## config.mk

```make
export PLATFORM = sky130hd
export DESIGN_NAME = dser_port
export DESIGN_NICKNAME = d
export VERILOG_FILES = /design/src/rtl/dser_pkg.sv /design/src/rtl/dser_timebase.sv /design/src/rtl/dser_shifter.sv /design/src/rtl/dser_xfer.sv /design/src/rtl/dser_port.sv
export SDC_FILE = /design/constraint.sdc
export NUM_CORES = 1
export LEC_CHECK = 0
export BUFFER_PORTS_ARGS = -buffer_cell sky130_fd_sc_hd__buf_2
export CORE_MARGIN = 2
export CORE_UTILIZATION = 48
export CTS_CLUSTER_DIAMETER = 200
export DETAILED_ROUTE_END_ITERATION = 10
export GPL_ROUTABILITY_DRIVEN = 0
export PLACE_DENSITY = 0.75
export SLEW_MARGIN = 10
export SYNTH_ARGS = -nofsm -noshare
export SYNTH_HDL_FRONTEND = slang
export SYNTH_SLANG_ARGS = --single-unit
```

## constraint.sdc

```tcl
create_clock -name clk -period 1.48 [get_ports clk]
set_input_delay 0.074 -clock clk [delete_from_list [all_inputs] [get_ports clk]]
set_output_delay 0.074 -clock clk [all_outputs]
set_load 0.05 [all_outputs]
```

## src/rtl/dser_pkg.sv

```systemverilog
package dser_pkg;
  localparam int TIME_W = 16;
  typedef logic [TIME_W-1:0] ptime_t;

  // ticks per delivered word
  function automatic int beats_per_word(input int buf_w, input int pin_w);
    return buf_w / pin_w;
  endfunction

  // counter advance with natural wrap
  function automatic ptime_t time_step(input ptime_t t);
    return t + ptime_t'(1);
  endfunction
endpackage

```

## src/rtl/dser_timebase.sv

```systemverilog
module dser_timebase
  import dser_pkg::*;
#(
  parameter int PIN_W = 2
) (
  input  logic             clk,
  input  logic             rst_n,
  input  logic             tick,
  input  logic [PIN_W-1:0] pins,
  input  logic             pm_arm,
  input  logic [PIN_W-1:0] pm_pat,
  output ptime_t           stamp,
  output logic             pm_hit,
  output ptime_t           pm_time
);
  ptime_t           cnt_q;
  logic             m_armed_q;
  logic [PIN_W-1:0] m_pat_q;
  logic             match_ev;

  assign stamp    = cnt_q;
  assign match_ev = m_armed_q && tick && (pins == m_pat_q);

  always_ff @(posedge clk) begin
    if (!rst_n) cnt_q <= '0;
    else if (tick) cnt_q <= time_step(cnt_q);
  end

  always_ff @(posedge clk) begin
    if (!rst_n) begin
      m_armed_q <= 1'b0;
      m_pat_q   <= '0;
      pm_hit    <= 1'b0;
      pm_time   <= '0;
    end else if (pm_arm) begin
      m_armed_q <= 1'b1;
      m_pat_q   <= pm_pat;
      pm_hit    <= 1'b0;
    end else if (match_ev) begin
      m_armed_q <= 1'b0;
      pm_hit    <= 1'b1;
      pm_time   <= cnt_q;
    end
  end

  AST_CNT_STEP: assert property (@(posedge clk) disable iff (!rst_n)
    tick |=> cnt_q == ptime_t'($past(cnt_q) + 1'b1)) else $error("cnt step");
  AST_CNT_HOLD: assert property (@(posedge clk) disable iff (!rst_n)
    !tick |=> $stable(cnt_q)) else $error("cnt hold");
  AST_MATCH_STAMP: assert property (@(posedge clk) disable iff (!rst_n)
    match_ev && !pm_arm |=> pm_hit && pm_time == $past(cnt_q)) else $error("match stamp");
  AST_MATCH_REARM: assert property (@(posedge clk) disable iff (!rst_n)
    pm_arm |=> !pm_hit) else $error("match rearm");
endmodule

```

## src/rtl/dser_shifter.sv

```systemverilog
module dser_shifter
  import dser_pkg::*;
#(
  parameter int PIN_W = 2,
  parameter int BUF_W = 8
) (
  input  logic             clk,
  input  logic             rst_n,
  input  logic             tick,
  input  logic [PIN_W-1:0] pins,
  input  logic             clr,
  input  ptime_t           stamp,
  input  logic             at_arm,
  input  ptime_t           at_time,
  output logic             load,
  output logic [BUF_W-1:0] word
);
  localparam int BEATS = beats_per_word(BUF_W, PIN_W);
  localparam int FW    = (BEATS > 1) ? $clog2(BEATS) : 1;

  logic [BUF_W-1:0] sh_q, sh_nx;
  logic [FW-1:0]    fill_q;
  logic             armed_q;
  ptime_t           tgt_q;
  logic             take, last_beat, align_hit;

  generate
    if (BEATS == 1) begin : g_single
      assign sh_nx = pins;
    end else begin : g_multi
      assign sh_nx = {pins, sh_q[BUF_W-1:PIN_W]};
    end
  endgenerate

  assign take      = tick && !clr;
  assign last_beat = (fill_q == FW'(BEATS - 1));
  assign align_hit = armed_q && (stamp == tgt_q);
  assign load      = take && (armed_q ? align_hit : last_beat);
  assign word      = sh_nx;

  always_ff @(posedge clk) begin
    if (!rst_n || clr) begin
      sh_q   <= '0;
      fill_q <= '0;
    end else if (tick) begin
      sh_q   <= sh_nx;
      fill_q <= (load || last_beat) ? '0 : fill_q + 1'b1;
    end
  end

  always_ff @(posedge clk) begin
    if (!rst_n) begin
      armed_q <= 1'b0;
      tgt_q   <= '0;
    end else if (at_arm) begin
      armed_q <= 1'b1;
      tgt_q   <= at_time;
    end else if (take && align_hit) begin
      armed_q <= 1'b0;
    end
  end

  AST_FILL_ADVANCE: assert property (@(posedge clk) disable iff (!rst_n)
    take && !load && !last_beat |=> fill_q == FW'($past(fill_q) + 1'b1)) else $error("fill");
  AST_CLR_EMPTY: assert property (@(posedge clk) disable iff (!rst_n)
    clr |=> fill_q == '0 && sh_q == '0) else $error("clr empty");
  AST_ALIGN_RESTART: assert property (@(posedge clk) disable iff (!rst_n)
    load |=> fill_q == '0) else $error("align restart");
endmodule

```

## src/rtl/dser_xfer.sv

```systemverilog
module dser_xfer #(
  parameter int BUF_W = 8
) (
  input  logic             clk,
  input  logic             rst_n,
  input  logic             load,
  input  logic [BUF_W-1:0] word,
  input  logic             rd,
  input  logic             clr,
  output logic [BUF_W-1:0] xfer_q,
  output logic             ready_q,
  output logic             ovf_q
);
  logic lost_ev;
  assign lost_ev = load && ready_q && !rd;

  always_ff @(posedge clk) begin
    if (!rst_n) begin
      xfer_q  <= '0;
      ready_q <= 1'b0;
      ovf_q   <= 1'b0;
    end else begin
      if (load) xfer_q <= word;
      if (load) ready_q <= 1'b1;
      else if (rd) ready_q <= 1'b0;
      if (clr) ovf_q <= 1'b0;
      else if (lost_ev) ovf_q <= 1'b1;
    end
  end

  AST_READY_ON_LOAD: assert property (@(posedge clk) disable iff (!rst_n)
    load |=> ready_q && xfer_q == $past(word)) else $error("ready on load");
  AST_DATA_HOLD: assert property (@(posedge clk) disable iff (!rst_n)
    !load |=> $stable(xfer_q)) else $error("data hold");
  AST_READ_CLEARS: assert property (@(posedge clk) disable iff (!rst_n)
    rd && !load |=> !ready_q) else $error("read clears");
  AST_OVR_SET: assert property (@(posedge clk) disable iff (!rst_n)
    lost_ev && !clr |=> ovf_q) else $error("overrun set");
  AST_OVR_CLEAR: assert property (@(posedge clk) disable iff (!rst_n)
    clr |=> !ovf_q) else $error("overrun clear");
endmodule

```

## src/rtl/dser_port.sv

```systemverilog
module dser_port
  import dser_pkg::*;
#(
  parameter int PIN_W = 2,
  parameter int BUF_W = 8
) (
  input  logic               clk,
  input  logic               rst_n,
  input  logic               tick,
  input  logic [PIN_W-1:0]   pins,
  input  logic               rd,
  input  logic               clr_buf,
  input  logic               at_arm,
  input  logic [TIME_W-1:0]  at_time,
  input  logic               pm_arm,
  input  logic [PIN_W-1:0]   pm_pat,
  output logic [BUF_W-1:0]   rd_data,
  output logic               word_rdy,
  output logic               ovf,
  output logic [TIME_W-1:0]  ptime,
  output logic               pm_hit,
  output logic [TIME_W-1:0]  pm_time
);
  ptime_t           stamp;
  logic             load;
  logic [BUF_W-1:0] word;

  dser_timebase #(.PIN_W(PIN_W)) u_tb (
    .clk(clk), .rst_n(rst_n), .tick(tick), .pins(pins),
    .pm_arm(pm_arm), .pm_pat(pm_pat),
    .stamp(stamp), .pm_hit(pm_hit), .pm_time(pm_time)
  );

  dser_shifter #(.PIN_W(PIN_W), .BUF_W(BUF_W)) u_sh (
    .clk(clk), .rst_n(rst_n), .tick(tick), .pins(pins), .clr(clr_buf),
    .stamp(stamp), .at_arm(at_arm), .at_time(at_time),
    .load(load), .word(word)
  );

  dser_xfer #(.BUF_W(BUF_W)) u_xf (
    .clk(clk), .rst_n(rst_n), .load(load), .word(word), .rd(rd),
    .clr(clr_buf), .xfer_q(rd_data), .ready_q(word_rdy), .ovf_q(ovf)
  );

  assign ptime = stamp;

  AST_LOAD_NEEDS_TICK: assert property (@(posedge clk) disable iff (!rst_n)
    load |-> tick && !clr_buf) else $error("load without tick");
endmodule

```

==> results of run 1 <==
==> cells in the mapped netlist, types with 8 or more instances <==
master / instances
and2_1: 13
clkbuf_1: 10
dfxtp_1: 71
mux2i_1: 49
nand2_1: 29
nand4_1: 8
nor2_1: 10
nor2b_1: 42
xnor2_1: 9
xor2_1: 22
==> routing by layer <==
metal  GRT usage, %  vias up  wire length, um
met3           4.15       11              308
met1           24.5     1143             3180
met2           32.9       55             3300
li1               -     1251                -
met4           9.53        0              123
met5              0        -                0
==> cell families after synthesis <==
group | after synthesis
compound gates | 14
xor+xnor | 31
fa+ha+maj | 2
buf+inv | 22
flops | 71
mux | 49
simple gates | 118
==> worst max-delay path, delay by kind of cell, from the launching register on <==
kind / cells / cell delay, ps
buf+inv: 1 / 190
mux: 1 / 210
compound gates: 1 / 200
xor+xnor: 1 / 160
simple gates: 2 / 460
flops: 1 / 350
==> power breakdown <==
group / internal, mW / leakage (nW) / total (mW) / switching (mW)
Combinational: 0.184 / 1.23 / 0.361 / 0.177
Clock: 0.606 / 0.0784 / 1.29 / 0.680
Sequential: 1.93 / 0.590 / 1.97 / 0.0326
==> state kept, by name (all words and copies together) (netlist names) <==
signal,count
u_xf.ready_q,1
u_tb.stamp,16
u_sh.armed_q,1
u_sh.tgt_q,16
u_tb.m_pat_q,2
u_tb.pm_time,16
u_sh.sh_q,6
u_xf.ovf_q,1
u_tb.pm_hit,1
u_sh.fill_q,2
u_xf.xfer_q,8
u_tb.m_armed_q,1
==> how the worst max path moves through the flow <==
stage | startpoint | end | slack [ps] | depth (start not counted)
final | u_tb.stamp[7]$_SDFFE_PN0P_ | u_xf.xfer_q[0]$_SDFFE_PN0P_ | -170 | 6
after global routing | u_tb.stamp[14]$_SDFFE_PN0P_ | u_xf.xfer_q[0]$_SDFFE_PN0P_ | -280 | 6
after CTS | u_tb.stamp[7]$_SDFFE_PN0P_ | u_xf.xfer_q[0]$_SDFFE_PN0P_ | -200 | 6
after detailed placement | u_tb.stamp[7]$_SDFFE_PN0P_ | u_xf.xfer_q[4]$_SDFFE_PN0P_ | -210 | 6
after global placement | u_tb.stamp[7]$_SDFFE_PN0P_ | u_xf.xfer_q[3]$_SDFFE_PN0P_ | -160 | 6
after floorplan | u_tb.stamp[2]$_SDFFE_PN0P_ | u_xf.xfer_q[0]$_SDFFE_PN0P_ | -100 | 7
==> through the flow <==
step / worst slack, ps / cell area (um^2)
floorplan: -102 / 3130
global placement: -161 / 3690
detailed placement: -205 / 3690
CTS: -200 / 4030
global route: -284 / 4170
finish: -169 / 4170
==> repair_timing <==
action                                  in CTS  in global routing
pin swaps                                    5                 10
endpoints found under the hold margin       13                  0
endpoints found under the setup margin      16                 31
buffers inserted                             2                 10
hold buffers                                13                  0
resized for setup                           11                 18
==> final cells by class <==
class	count	area share (%)
multi-input combinational	214	38.3
sequential	71	35.5
timing repair buffer	123	20.0
clock buffer	14	3.42
tap	77	2.31
inverter	3	0.270
clock inverter	2	0.240
==> metrics.md, run 1 <==
| Metric | Value |
|---|---|
| CP Cell Sequence | `xor2_1, nor4_2, nand4_1, o21ai_1, buf_6, mux2i_1` |
| Number of global-route vias before repair | `2439` |
| Area Overhead vs Synth | `36.1%` |
| Clk buf depth | `2` |
| Syn. warnings | `0` |
| Final Slew Violations | `0` |
| Period minus WS final | `1650 ps` |
| Post-DP HPWL | `4.45 mm` |
| Commonest non-fill, non-tap cell in the layout | `buf_2` |
| Hold Path Sink | `u_sh.sh_q[7]$_SDFFE_PP0P_` |
| Maximum vdd drop | `~690 uV` |
| Largest family of logic cells by synthesized area | `simple AND/OR/NAND/NOR gates` |
| Via/cell ratio | `approximately 4.9` |
| Outcome | `complete, but fails checks` |
| Fraction of layout cells with a size suffix above 1 | `~36%` |
| Synthesized net count | `approximately 340` |
| Most frequent cells in the layout | `buf_2, dfxtp_1, mux2i_1` |
| First-pass GRT wire length | `between 10 and 15 mm` |
| Synth Flop Type | `dfxtp_1` |
| Area share of the largest cell type after synthesis | `46.4%` |
| Flop-to-flop setup slack | `-170 ps` |
| Syn_area_per_cell | `between 9 and 10 um^2` |
| Total CTS buffers | `9` |
| CTS root buf | `clkbuf_8` |
| Worst hold slack | `between 5 and 6 ps` |
| FF-to-FF End | `u_xf.xfer_q[0]$_SDFFE_PN0P_` |
| Max-cap violations | `0` |
| Setup TNS | `-1820 ps` |
| Hold path start | `pins[1]` |
| 1st-pass router iterations | `4` |
| Failing checks | `setup timing` |
| Peak fanout along the critical path | `10` |
| GRT Util Overall | `approximately 20%` |
| Multi-input logic area | `1600 um^2` |
| Initial Utilization | `48.8%` |
| Slew HR | `between 60% and 70%` |
| CTS sink count | `about 70` |
| Storage cell area | `1480 um^2` |
| Residual DRC | `0` |
| Worst R2R Start | `u_tb.stamp[7]$_SDFFE_PN0P_` |
| Largest net degree at the start of global routing | `between 70 and 80` |
| Startpoint Class | `register` |
| Final hold violation count | `0` |
| Sequential area share after synthesis | `around 46%` |
| CTS tree | `done` |
| Cells on worst reg2reg path | `6` |
| Critical path class | `register to register` |
| Simple-Gate Fraction of Synth Area | `21.3%` |
| Number of diodes | `0` |
| Mapped cell area | `around 3000 um^2` |
| Worst skew pair latency | `350 ps` |
| Layout Cells excl Fill | `504` |
| Synth Area in Compound Gates | `just under 3%` |
| Required time of the worst setup path | `around 1800 ps` |
| Post-placement cell count | `approximately 460` |
| Final wirelength | `6.91 mm` |
| Tcrit/Tclk final | `111%` |
| Fillers | `between 500 and 600` |
| Xor-xnor portion of the synthesized cell area | `8.86%` |
| Utilization after layout | `66.5%` |
| Via Count | `between 2000 and 2500` |
| Placeable Area | `6280 um^2` |
| Register bit total from synthesis | `71` |
| Final WS setup | `-169 ps` |
| Number of synthesized flops with an enable pin | `0` |
| PD cells | `around 870 nW/um^2` |
| CP arrival | `about 1900 ps` |
| CTS H-tree depth | `3` |
| Fmax | `roughly 610 MHz` |
| Chip Height | `roughly 84 um` |
| Initial antenna violation count | `0` |
| Adder-cell share of the synthesized area | `less than 1%` |
| Starting DRT DRC Count | `about 110` |
| Hold Path Class | `input pin to register` |
| Post-Syn Instances | `around 310` |
| Clk pin slew, worst setup/hold paths | `approximately 70 ps` |
| IO Port Bufs | `69` |
| Leakage Power | `1.90 nW` |
| Total gr overflow | `0` |
| Ports | `70` |
| Area leader, netlist | `dfxtp_1` |
| Ys async rst share | `0%` |
| Mux cell area share after synthesis | `about 16%` |
| Total power | `~3.6 mW` |
| Crit-path max cell delay | `between 300 and 400 ps` |
| # nets final | `~450` |
| Die area | `7040 um^2` |
| Crit. End Element | `register` |
| Clk_skew | `between 7 and 8 ps` |
| RSZ-0062 raised after global routing | `true` |
| Chip width | `83.9 um` |
| Distinct cell type count after synthesis | `35` |
| Worst Tran Pin Value | `around 600 ps` |
| Top cells by area, synth | `dfxtp_1, mux2i_1, nor2b_1` |
| Final setup vio count | `15` |
| Worst hold stages | `3` |
| Wirelength per Cell | `between 10 and 15 um` |
| Post-route ant nets | `0` |
| Rows | `29` |
| Slowest CP cell | `dfxtp_4` |
Power figures use the tool's default switching activity.
==> inputs of run 2 (changes only) <==
--- a/config.mk
+++ b/config.mk
@@ -5,8 +5,7 @@
 export SDC_FILE = /design/constraint.sdc
 export NUM_CORES = 1
 export LEC_CHECK = 0
-export BUFFER_PORTS_ARGS = -buffer_cell sky130_fd_sc_hd__buf_2
-export CORE_MARGIN = 2
+export BUFFER_PORTS_ARGS = -buffer_cell sky130_fd_sc_hd__clkbuf_2
 export CORE_UTILIZATION = 48
 export CTS_CLUSTER_DIAMETER = 200
 export DETAILED_ROUTE_END_ITERATION = 10
==> run 2 against run 1 <==
Net effect:
- die area shrank 4.7%
- largest power group unchanged
- register-to-register slack is essentially flat
- the run still ends with setup timing left
- critical endpoint is now u_sh.armed_q$_SDFFE_PN0P_
- cell count shrank 1.2%
==> metrics.md, run 2 (synthesis gave the netlist of run 1 again) <==
| Metric | Value |
|---|---|
| Final WS setup | `-168 ps (was -169 ps)` |
| Worst hold stages | `3 (unchanged)` |
| Period minus WS final | `1650 ps (about the same)` |
| CP Cell Sequence | `xor2_1, nor4_2, nand4_1, buf_4, o31a_1, o21a_1 (was xor2_1, nor4_2, nand4_1, o21ai_1, buf_6, mux2i_1)` |
| Area Overhead vs Synth | `39.3% (was 36.1%)` |
| Worst Tran Pin Value | `607 ps (was 587 ps)` |
| Sw Share | `23.0% (was 24.6%)` |
| Leakage Power | `1.90 nW (about the same)` |
| Internal power | `3.21 mW (was 2.72 mW)` |
| Worst skew pair latency | `350 ps (about the same)` |
| Chip Height | `81.9 um (was 83.9 um)` |
| Rows | `28 (was 29)` |
| Largest net degree at the start of global routing | `71 (unchanged)` |
| Startpoint Class | `register (unchanged)` |
| Die area | `6710 um^2 (was 7040 um^2)` |
| Commonest non-fill, non-tap cell in the layout | `clkbuf_2 (was buf_2)` |
| # nets final | `447 (was 451)` |
| Peak fanout along the critical path | `3 (was 10)` |
| CTS sink count | `71 (unchanged)` |
| Final Slew Violations | `0 (unchanged)` |
| Critical path class | `register to register (unchanged)` |
| Wirelength per Cell | `14.7 um (was 13.7 um)` |
| RSZ-0062 raised after global routing | `true (unchanged)` |
| CTS tree | `done (unchanged)` |
| Total CTS buffers | `9 (unchanged)` |
| Tcrit/Tclk final | `111% (about the same)` |
| Post-route ant nets | `0 (unchanged)` |
| Flop pwr share | `47.2% (was 54.4%)` |
| P_sw | `0.957 mW (was 0.889 mW)` |
| Via/cell ratio | `4.97 (was 4.88)` |
| Hold Path Class | `input pin to register (unchanged)` |
| Number of diodes | `0 (unchanged)` |
| Fraction of layout cells with a size suffix above 1 | `37.1% (was 35.8%)` |
| Hold path start | `at_time[12] (was pins[1])` |
| Starting DRT DRC Count | `109 (was 106)` |
| Clk pwr share | `43.8% (was 35.6%)` |
| Maximum vdd drop | `767 uV (was 693 uV)` |
| Most frequent cells in the layout | `clkbuf_2, dfxtp_1, mux2i_1 (was buf_2, dfxtp_1, mux2i_1)` |
| Crit-path max cell delay | `350 ps (about the same)` |
| Max-cap violations | `0 (unchanged)` |
| Hold Path Sink | `u_sh.tgt_q[12]$_SDFFE_PN0P_ (was u_sh.sh_q[7]$_SDFFE_PP0P_)` |
| Post-DP HPWL | `4.50 mm (was 4.45 mm)` |
| Number of global-route vias before repair | `2410 (was 2439)` |
| Chip width | `81.9 um (was 83.9 um)` |
| Initial Utilization | `50.9% (was 48.8%)` |
| Flop-to-flop setup slack | `-170 ps (about the same)` |
| Final wirelength | `7.30 mm (was 6.91 mm)` |
| Slowest CP cell | `dfxtp_4 (unchanged)` |
| Fmax | `607 MHz (about the same)` |
| Failing checks | `setup timing (unchanged)` |
| PD cells | `976 nW/um^2 (was 866 nW/um^2)` |
| Outcome | `complete, but fails checks (unchanged)` |
| CTS H-tree depth | `3 (unchanged)` |
| Total power | `4.17 mW (was 3.61 mW)` |
| 1st-pass router iterations | `4 (unchanged)` |
| Final setup vio count | `17 (was 15)` |
| Cells on worst reg2reg path | `6 (unchanged)` |
| Worst hold slack | `13.5 ps (was 5.66 ps)` |
| CTS root buf | `clkbuf_8 (unchanged)` |
| First-pass GRT wire length | `11.0 mm (was 11.1 mm)` |
| Clk pin slew, worst setup/hold paths | `80 ps (was 70 ps)` |
| Crit. End Element | `register (unchanged)` |
| Slew HR | `59.5% (was 60.9%)` |
| FF-to-FF End | `u_sh.armed_q$_SDFFE_PN0P_ (was u_xf.xfer_q[0]$_SDFFE_PN0P_)` |
| Initial antenna violation count | `0 (unchanged)` |
| IO Port Bufs | `69 (unchanged)` |
| Ports | `70 (unchanged)` |
| Clk_skew | `7.05 ps (was 7.33 ps)` |
| Worst path top cell family by delay | `simple AND/OR/NAND/NOR gates (unchanged)` |
| Residual DRC | `0 (unchanged)` |
| Via Count | `2476 (was 2460)` |
| Clk buf depth | `2 (unchanged)` |
| Worst R2R Start | `u_tb.stamp[2]$_SDFFE_PN0P_ (was u_tb.stamp[7]$_SDFFE_PN0P_)` |
| Total gr overflow | `0 (unchanged)` |
| Combinational power share | `9.0% (was 10.0%)` |
| CP arrival | `1900 ps (was 1920 ps)` |
| Required time of the worst setup path | `1730 ps (was 1750 ps)` |
| Placeable Area | `6030 um^2 (was 6280 um^2)` |
| WP buf/inv | `1 (unchanged)` |
| GRT Util Overall | `22.3% (was 19.9%)` |
| Final hold violation count | `0 (unchanged)` |
| Setup TNS | `-1540 ps (was -1820 ps)` |
run 2: what timing repair did:
action	in CTS	in global routing
cloned	0	1
endpoints found under the setup margin	18	36
pin swaps	9	15
hold buffers	15	0
buffers inserted	1	4
gates resized for setup	14	18
endpoints found under the hold margin	15	0
run 2: per-stage QoR:
stage / area [um^2] / worst slack (ps) / std cells / util, %
after floorplan: 3130 / -102 / 307 / -
after global placement: 3690 / -146 / 462 / 61.3
after detailed placement: 3690 / -178 / 462 / 61.3
after CTS: 4160 / -160 / 494 / 69.0
after global routing: 4270 / -270 / 498 / 70.8
final: 4270 / -168 / 498 / 70.8
run 2: cell type report:
| class | count | area (um^2) |
|---|---|---|
| Timing Repair Buffer | 119 | 816 |
| Multi-Input combinational cell | 214 | 1620 |
| Clock buffer | 13 | 203 |
| Tap cell | 75 | 93.8 |
| Clock inverter | 3 | 41.3 |
| Fill cell | 435 | 1760 |
| Sequential cell | 71 | 1480 |
| Inverter | 3 | 11.3 |
run 2: power groups by stage:
stage	logic [mW]	registers, mW	clock network [mW]
6_report	0.373	1.97	1.83
5_1_grt	0.406	1.97	1.92
4_1_cts	0.360	1.96	1.85
3_5_place_dp	0.319	2.01	0
3_3_place_gp	0.314	2.01	0
2_1_floorplan	0.183	2.03	0
run 2: worst max path at each step:
| stage | cells after the start | slack (ps) | from | to |
|---|---|---|---|---|
| 4_1_cts | 6 | -160 | u_sh.tgt_q[14]$_SDFFE_PN0P_ | u_sh.armed_q$_SDFFE_PN0P_ |
| 3_3_place_gp | 6 | -150 | u_tb.stamp[14]$_SDFFE_PN0P_ | u_sh.armed_q$_SDFFE_PN0P_ |
| 5_1_grt | 6 | -270 | u_tb.stamp[2]$_SDFFE_PN0P_ | u_xf.xfer_q[0]$_SDFFE_PN0P_ |
| 6_report | 6 | -170 | u_tb.stamp[2]$_SDFFE_PN0P_ | u_sh.armed_q$_SDFFE_PN0P_ |
| 3_5_place_dp | 6 | -180 | u_tb.stamp[7]$_SDFFE_PN0P_ | u_sh.armed_q$_SDFFE_PN0P_ |
| 2_1_floorplan | 7 | -100 | u_tb.stamp[2]$_SDFFE_PN0P_ | u_xf.xfer_q[0]$_SDFFE_PN0P_ |
run 2: per-layer routing:
layer	GRT usage [%]	vias to the layer above	wire length, um
li1	-	1239	-
met1	27.6	1157	3450
met2	36.5	65	3400
met3	4.11	15	266
met4	11.8	0	177
met5	0	-	0
run 2: worst reg2reg max path: cells and delay by family (launching register included):
kind	cells	cell delay [ps]
flip-flops	1	350
buffers and inverters	1	180
AO/OA/AOI/OAI	2	390
AND/OR/NAND/NOR	2	460
XOR/XNOR	1	170
==> inputs of run 3 (changes only) <==
--- a/config.mk
+++ b/config.mk
@@ -5,6 +5,7 @@
 export SDC_FILE = /design/constraint.sdc
 export NUM_CORES = 1
 export LEC_CHECK = 0
+export ABC_AREA = 1
 export BUFFER_PORTS_ARGS = -buffer_cell sky130_fd_sc_hd__clkbuf_2
 export CORE_UTILIZATION = 48
 export CTS_CLUSTER_DIAMETER = 200
==> run 3 against run 2 <==
Net effect:
- the run still ends with setup timing left
- sequential cell count stayed put
- sequential share of layout area is 2.6 points higher
- clock skew is 1.3 ps lower
- utilization is 4.8 points lower
- die area is 1.4% lower
- cell area is 7.4% lower
- first-iteration DRC count is 31% higher
- global-route usage is 1.6 points higher
- cell count is 18% higher
- area after synthesis is 1.4% lower
- largest power group unchanged
==> metrics.md, run 3 <==
| Metric | Value |
|---|---|
| RSZ-0062 raised after global routing | `true (unchanged)` |
| IO Port Bufs | `69 (unchanged)` |
| Post-Syn Instances | `421 (was 307)` |
| Post-route ant nets | `0 (unchanged)` |
| Number of diodes | `0 (unchanged)` |
| WP depth | `8 (was 6)` |
| Clk buf depth | `2 (unchanged)` |
| Residual DRC | `0 (unchanged)` |
| Final Slew Violations | `0 (unchanged)` |
| Initial Utilization | `50.4% (was 50.9%)` |
| CP dominant cell by count | `nand2_2` |
| Starting DRT DRC Count | `143 (was 109)` |
| Slowest CP cell | `dfxtp_4 (unchanged)` |
| Clk_skew | `5.72 ps (was 7.05 ps)` |
| GRT Util Overall | `23.9% (was 22.3%)` |
| Worst Tran Pin Value | `435 ps (was 607 ps)` |
| Failing checks | `setup timing (unchanged)` |
| # nets final | `540 (was 447)` |
| Final setup vio count | `1 (was 17)` |
| Area Overhead vs Synth | `30.8% (was 39.3%)` |
| Total CTS buffers | `9 (unchanged)` |
| Utilization after layout | `66.0% (was 70.8%)` |
| Register bit total from synthesis | `71 (unchanged)` |
| Period minus WS final | `1480 ps (was 1650 ps)` |
| Via/cell ratio | `5.04 (was 4.97)` |
| Synthesized net count | `450 (was 336)` |
| Post-synth top cells | `nand2_1, dfxtp_1, a21oi_1 (was dfxtp_1, mux2i_1, nor2b_1)` |
| CTS tree | `done (unchanged)` |
| Die area | `6620 um^2 (was 6710 um^2)` |
| Sequential area share after synthesis | `47.0% (was 46.4%)` |
| Rows | `28 (unchanged)` |
| CTS root buf | `clkbuf_8 (unchanged)` |
| Clk pin slew, worst setup/hold paths | `70 ps (was 80 ps)` |
| Final WS setup | `-4.04 ps (was -168 ps)` |
| PD cells | `976 nW/um^2 (about the same)` |
| Ys async rst share | `0% (unchanged)` |
| 1st-pass router iterations | `4 (unchanged)` |
| Startpoint Class | `register (unchanged)` |
| Final wirelength | `7.50 mm (was 7.30 mm)` |
| Chip width | `81.3 um (was 81.9 um)` |
| WP buf/inv | `0 (was 1)` |
| Critical path class | `register to register (unchanged)` |
| Post-DP HPWL | `5.24 mm (was 4.50 mm)` |
| Worst Setup SP | `u_tb.stamp[1]$_SDFFE_PN0P_ (was u_tb.stamp[2]$_SDFFE_PN0P_)` |
| Area leader, netlist | `dfxtp_1 (unchanged)` |
| Required time of the worst setup path | `1720 ps (was 1730 ps)` |
| Most frequent cells in the layout | `nand2_1, clkbuf_2, a21oi_1 (was clkbuf_2, dfxtp_1, mux2i_1)` |
| CP Cell Sequence | `ha_4, nand3_4, nor3_4, nand2_2, nor2_4, nand2_2, o21ai_2, a21oi_1 (was xor2_1, nor4_2, nand4_1, buf_4, o31a_1, o21a_1)` |
| Worst R2R Start | `u_tb.stamp[1]$_SDFFE_PN0P_ (was u_tb.stamp[2]$_SDFFE_PN0P_)` |
| Crit-path max cell delay | `400 ps (was 350 ps)` |
| CTS H-tree depth | `3 (unchanged)` |
| Mapped cell area | `3020 um^2 (was 3070 um^2)` |
| Fillers | `517 (was 435)` |
| Largest net degree at the start of global routing | `42 (was 71)` |
| Tcrit/Tclk final | `100% (was 111%)` |
| Total gr overflow | `0 (unchanged)` |
| Hold Path Class | `input pin to register (unchanged)` |
| Maximum vdd drop | `627 uV (was 767 uV)` |
| Number of synthesized flops with an enable pin | `0 (unchanged)` |
| Outcome | `complete, but fails checks (unchanged)` |
| Leakage Power | `1.71 nW (was 1.90 nW)` |
| Final hold violation count | `0 (unchanged)` |
| Area share of the largest cell type after synthesis | `47.0% (was 46.4%)` |
| Worst Setup EP | `u_tb.stamp[12]$_SDFFE_PN0P_ (was u_sh.armed_q$_SDFFE_PN0P_)` |
| Syn_area_per_cell | `7.18 um^2 (was 9.99 um^2)` |
| Fin area | `3950 um^2 (was 4270 um^2)` |
| First-pass GRT wire length | `11.9 mm (was 11.0 mm)` |
| Flop-to-flop setup slack | `-4 ps (was -170 ps)` |
| Cells on worst reg2reg path | `8 (was 6)` |
| Max-cap violations | `0 (unchanged)` |
| Worst skew pair latency | `340 ps (was 350 ps)` |
| Fraction of layout cells with a size suffix above 1 | `33.2% (was 37.1%)` |
| Wirelength per Cell | `12.7 um (was 14.7 um)` |
| Chip Height | `81.3 um (was 81.9 um)` |
| Commonest non-fill, non-tap cell in the layout | `nand2_1 (was clkbuf_2)` |
| Number of global-route vias before repair | `2703 (was 2410)` |
| Top cells by area, synth | `dfxtp_1, nand2_1, a21oi_1 (was dfxtp_1, mux2i_1, nor2b_1)` |
| Ports | `70 (unchanged)` |
| Setup TNS | `-4.04 ps (was -1540 ps)` |
| Peak fanout along the critical path | `6 (was 3)` |
| Worst Setup Slack post-DPL | `-31.4 ps (was -178 ps)` |
| Most frequent cell after synthesis | `nand2_1 (was dfxtp_1)` |
| CTS sink count | `71 (unchanged)` |
| Placeable Area | `5990 um^2 (was 6030 um^2)` |
| Distinct cell type count after synthesis | `25 (was 35)` |
| Synth Flop Type | `dfxtp_1 (unchanged)` |
| Dpl cell area | `3540 um^2 (was 3690 um^2)` |
| Via Count | `2971 (was 2476)` |
| Syn. warnings | `0 (unchanged)` |
| Fmax | `674 MHz (was 607 MHz)` |
| Slew HR | `71.0% (was 59.5%)` |
| Initial antenna violation count | `0 (unchanged)` |
| Crit. End Element | `register (unchanged)` |
| Worst path top cell family by delay | `simple AND/OR/NAND/NOR gates (unchanged)` |
| FF-to-FF End | `u_tb.stamp[12]$_SDFFE_PN0P_ (was u_sh.armed_q$_SDFFE_PN0P_)` |
| CP arrival | `1720 ps (was 1900 ps)` |
==> run 3: cell count changes in the layout (fill, tap and decap cells not counted), moves of 19 or more <==
cell     change
nor2_1      +33
inv_1       +34
nor2b_1     -42
a21oi_1     +53
xor2_1      -19
nand2_1     +63
o21ai_0     +27
mux2i_1     -48
==> run 3: power by group <==
part	internal (mW)	total, mW	leakage [nW]	switching (mW)
clock	0.732	1.43	0.0986	0.697
sequential	1.95	2.00	0.591	0.0443
combinational	0.156	0.434	1.02	0.278
==> run 3: cell type report <==
class	instances	area, um^2	share of cell area, %
flip-flops and latches	71	1470	37.3
well taps	75	93.8	2.37
repair buffers	93	537	13.6
multi-input cells	285	1460	37.0
clock inverters	3	16.3	0.411
inverters	51	204	5.16
clock buffers	12	165	4.18
==> run 3: repair_timing <==
| action | in CTS | in global routing |
|---|---|---|
| buffers inserted | 1 | 7 |
| hold buffers | 3 | 0 |
| pin swaps | 6 | 20 |
| gates resized for setup | 4 | 41 |
| setup endpoints to repair | 8 | 19 |
| cloned | 1 | 0 |
| hold endpoints to repair | 3 | 0 |
==> run 3: stage by stage <==
stage          hold slack, ps  cells  power (mW)
6_report                 6.48    590        3.86
2_1_floorplan             146    421        2.30
3_5_place_dp              313    563        2.42
3_3_place_gp              300    563        2.41
4_1_cts                  3.27    583        3.85
5_1_grt                  22.9    590        4.03
==> run 3: kinds of logic after synthesis <==
logic type	count (synthesis)	synth area share (%)
adder cells (fa/ha/maj)	2	0.828
buffers and inverters	66	9.07
AO/OA/AOI/OAI	101	16.9
flip-flops	71	47.0
XOR/XNOR	3	0.870
AND/OR/NAND/NOR	178	25.3
==> run 3: tightest hold or removal path: cells and delay by family <==
kind            cells  cell delay (ps)
compound gates      2              170
buf+inv             1               70
==> run 3: how the worst min path moves through the flow <==
stage,end,start,slack [ps],cells past startpoint
3_3_place_gp,u_tb.m_pat_q[0]$_SDFFE_PN0P_,pm_pat[0],300,3
6_report,u_sh.tgt_q[7]$_SDFFE_PN0P_,at_time[7],6,3
4_1_cts,u_sh.tgt_q[7]$_SDFFE_PN0P_,at_time[7],3,3
3_5_place_dp,u_tb.m_pat_q[1]$_SDFFE_PN0P_,pm_pat[1],310,3
5_1_grt,u_sh.tgt_q[7]$_SDFFE_PN0P_,at_time[7],20,3
2_1_floorplan,u_tb.pm_hit$_SDFFE_PP0P_,pm_arm,150,1
==> run 3: metal layers <==
layer	up-vias	global-route usage, %	wire, um
li1	1541	-	-
met1	1321	28.6	3290
met2	89	40.2	3630
met3	20	5.51	387
met4	0	11.1	186
met5	-	0	0
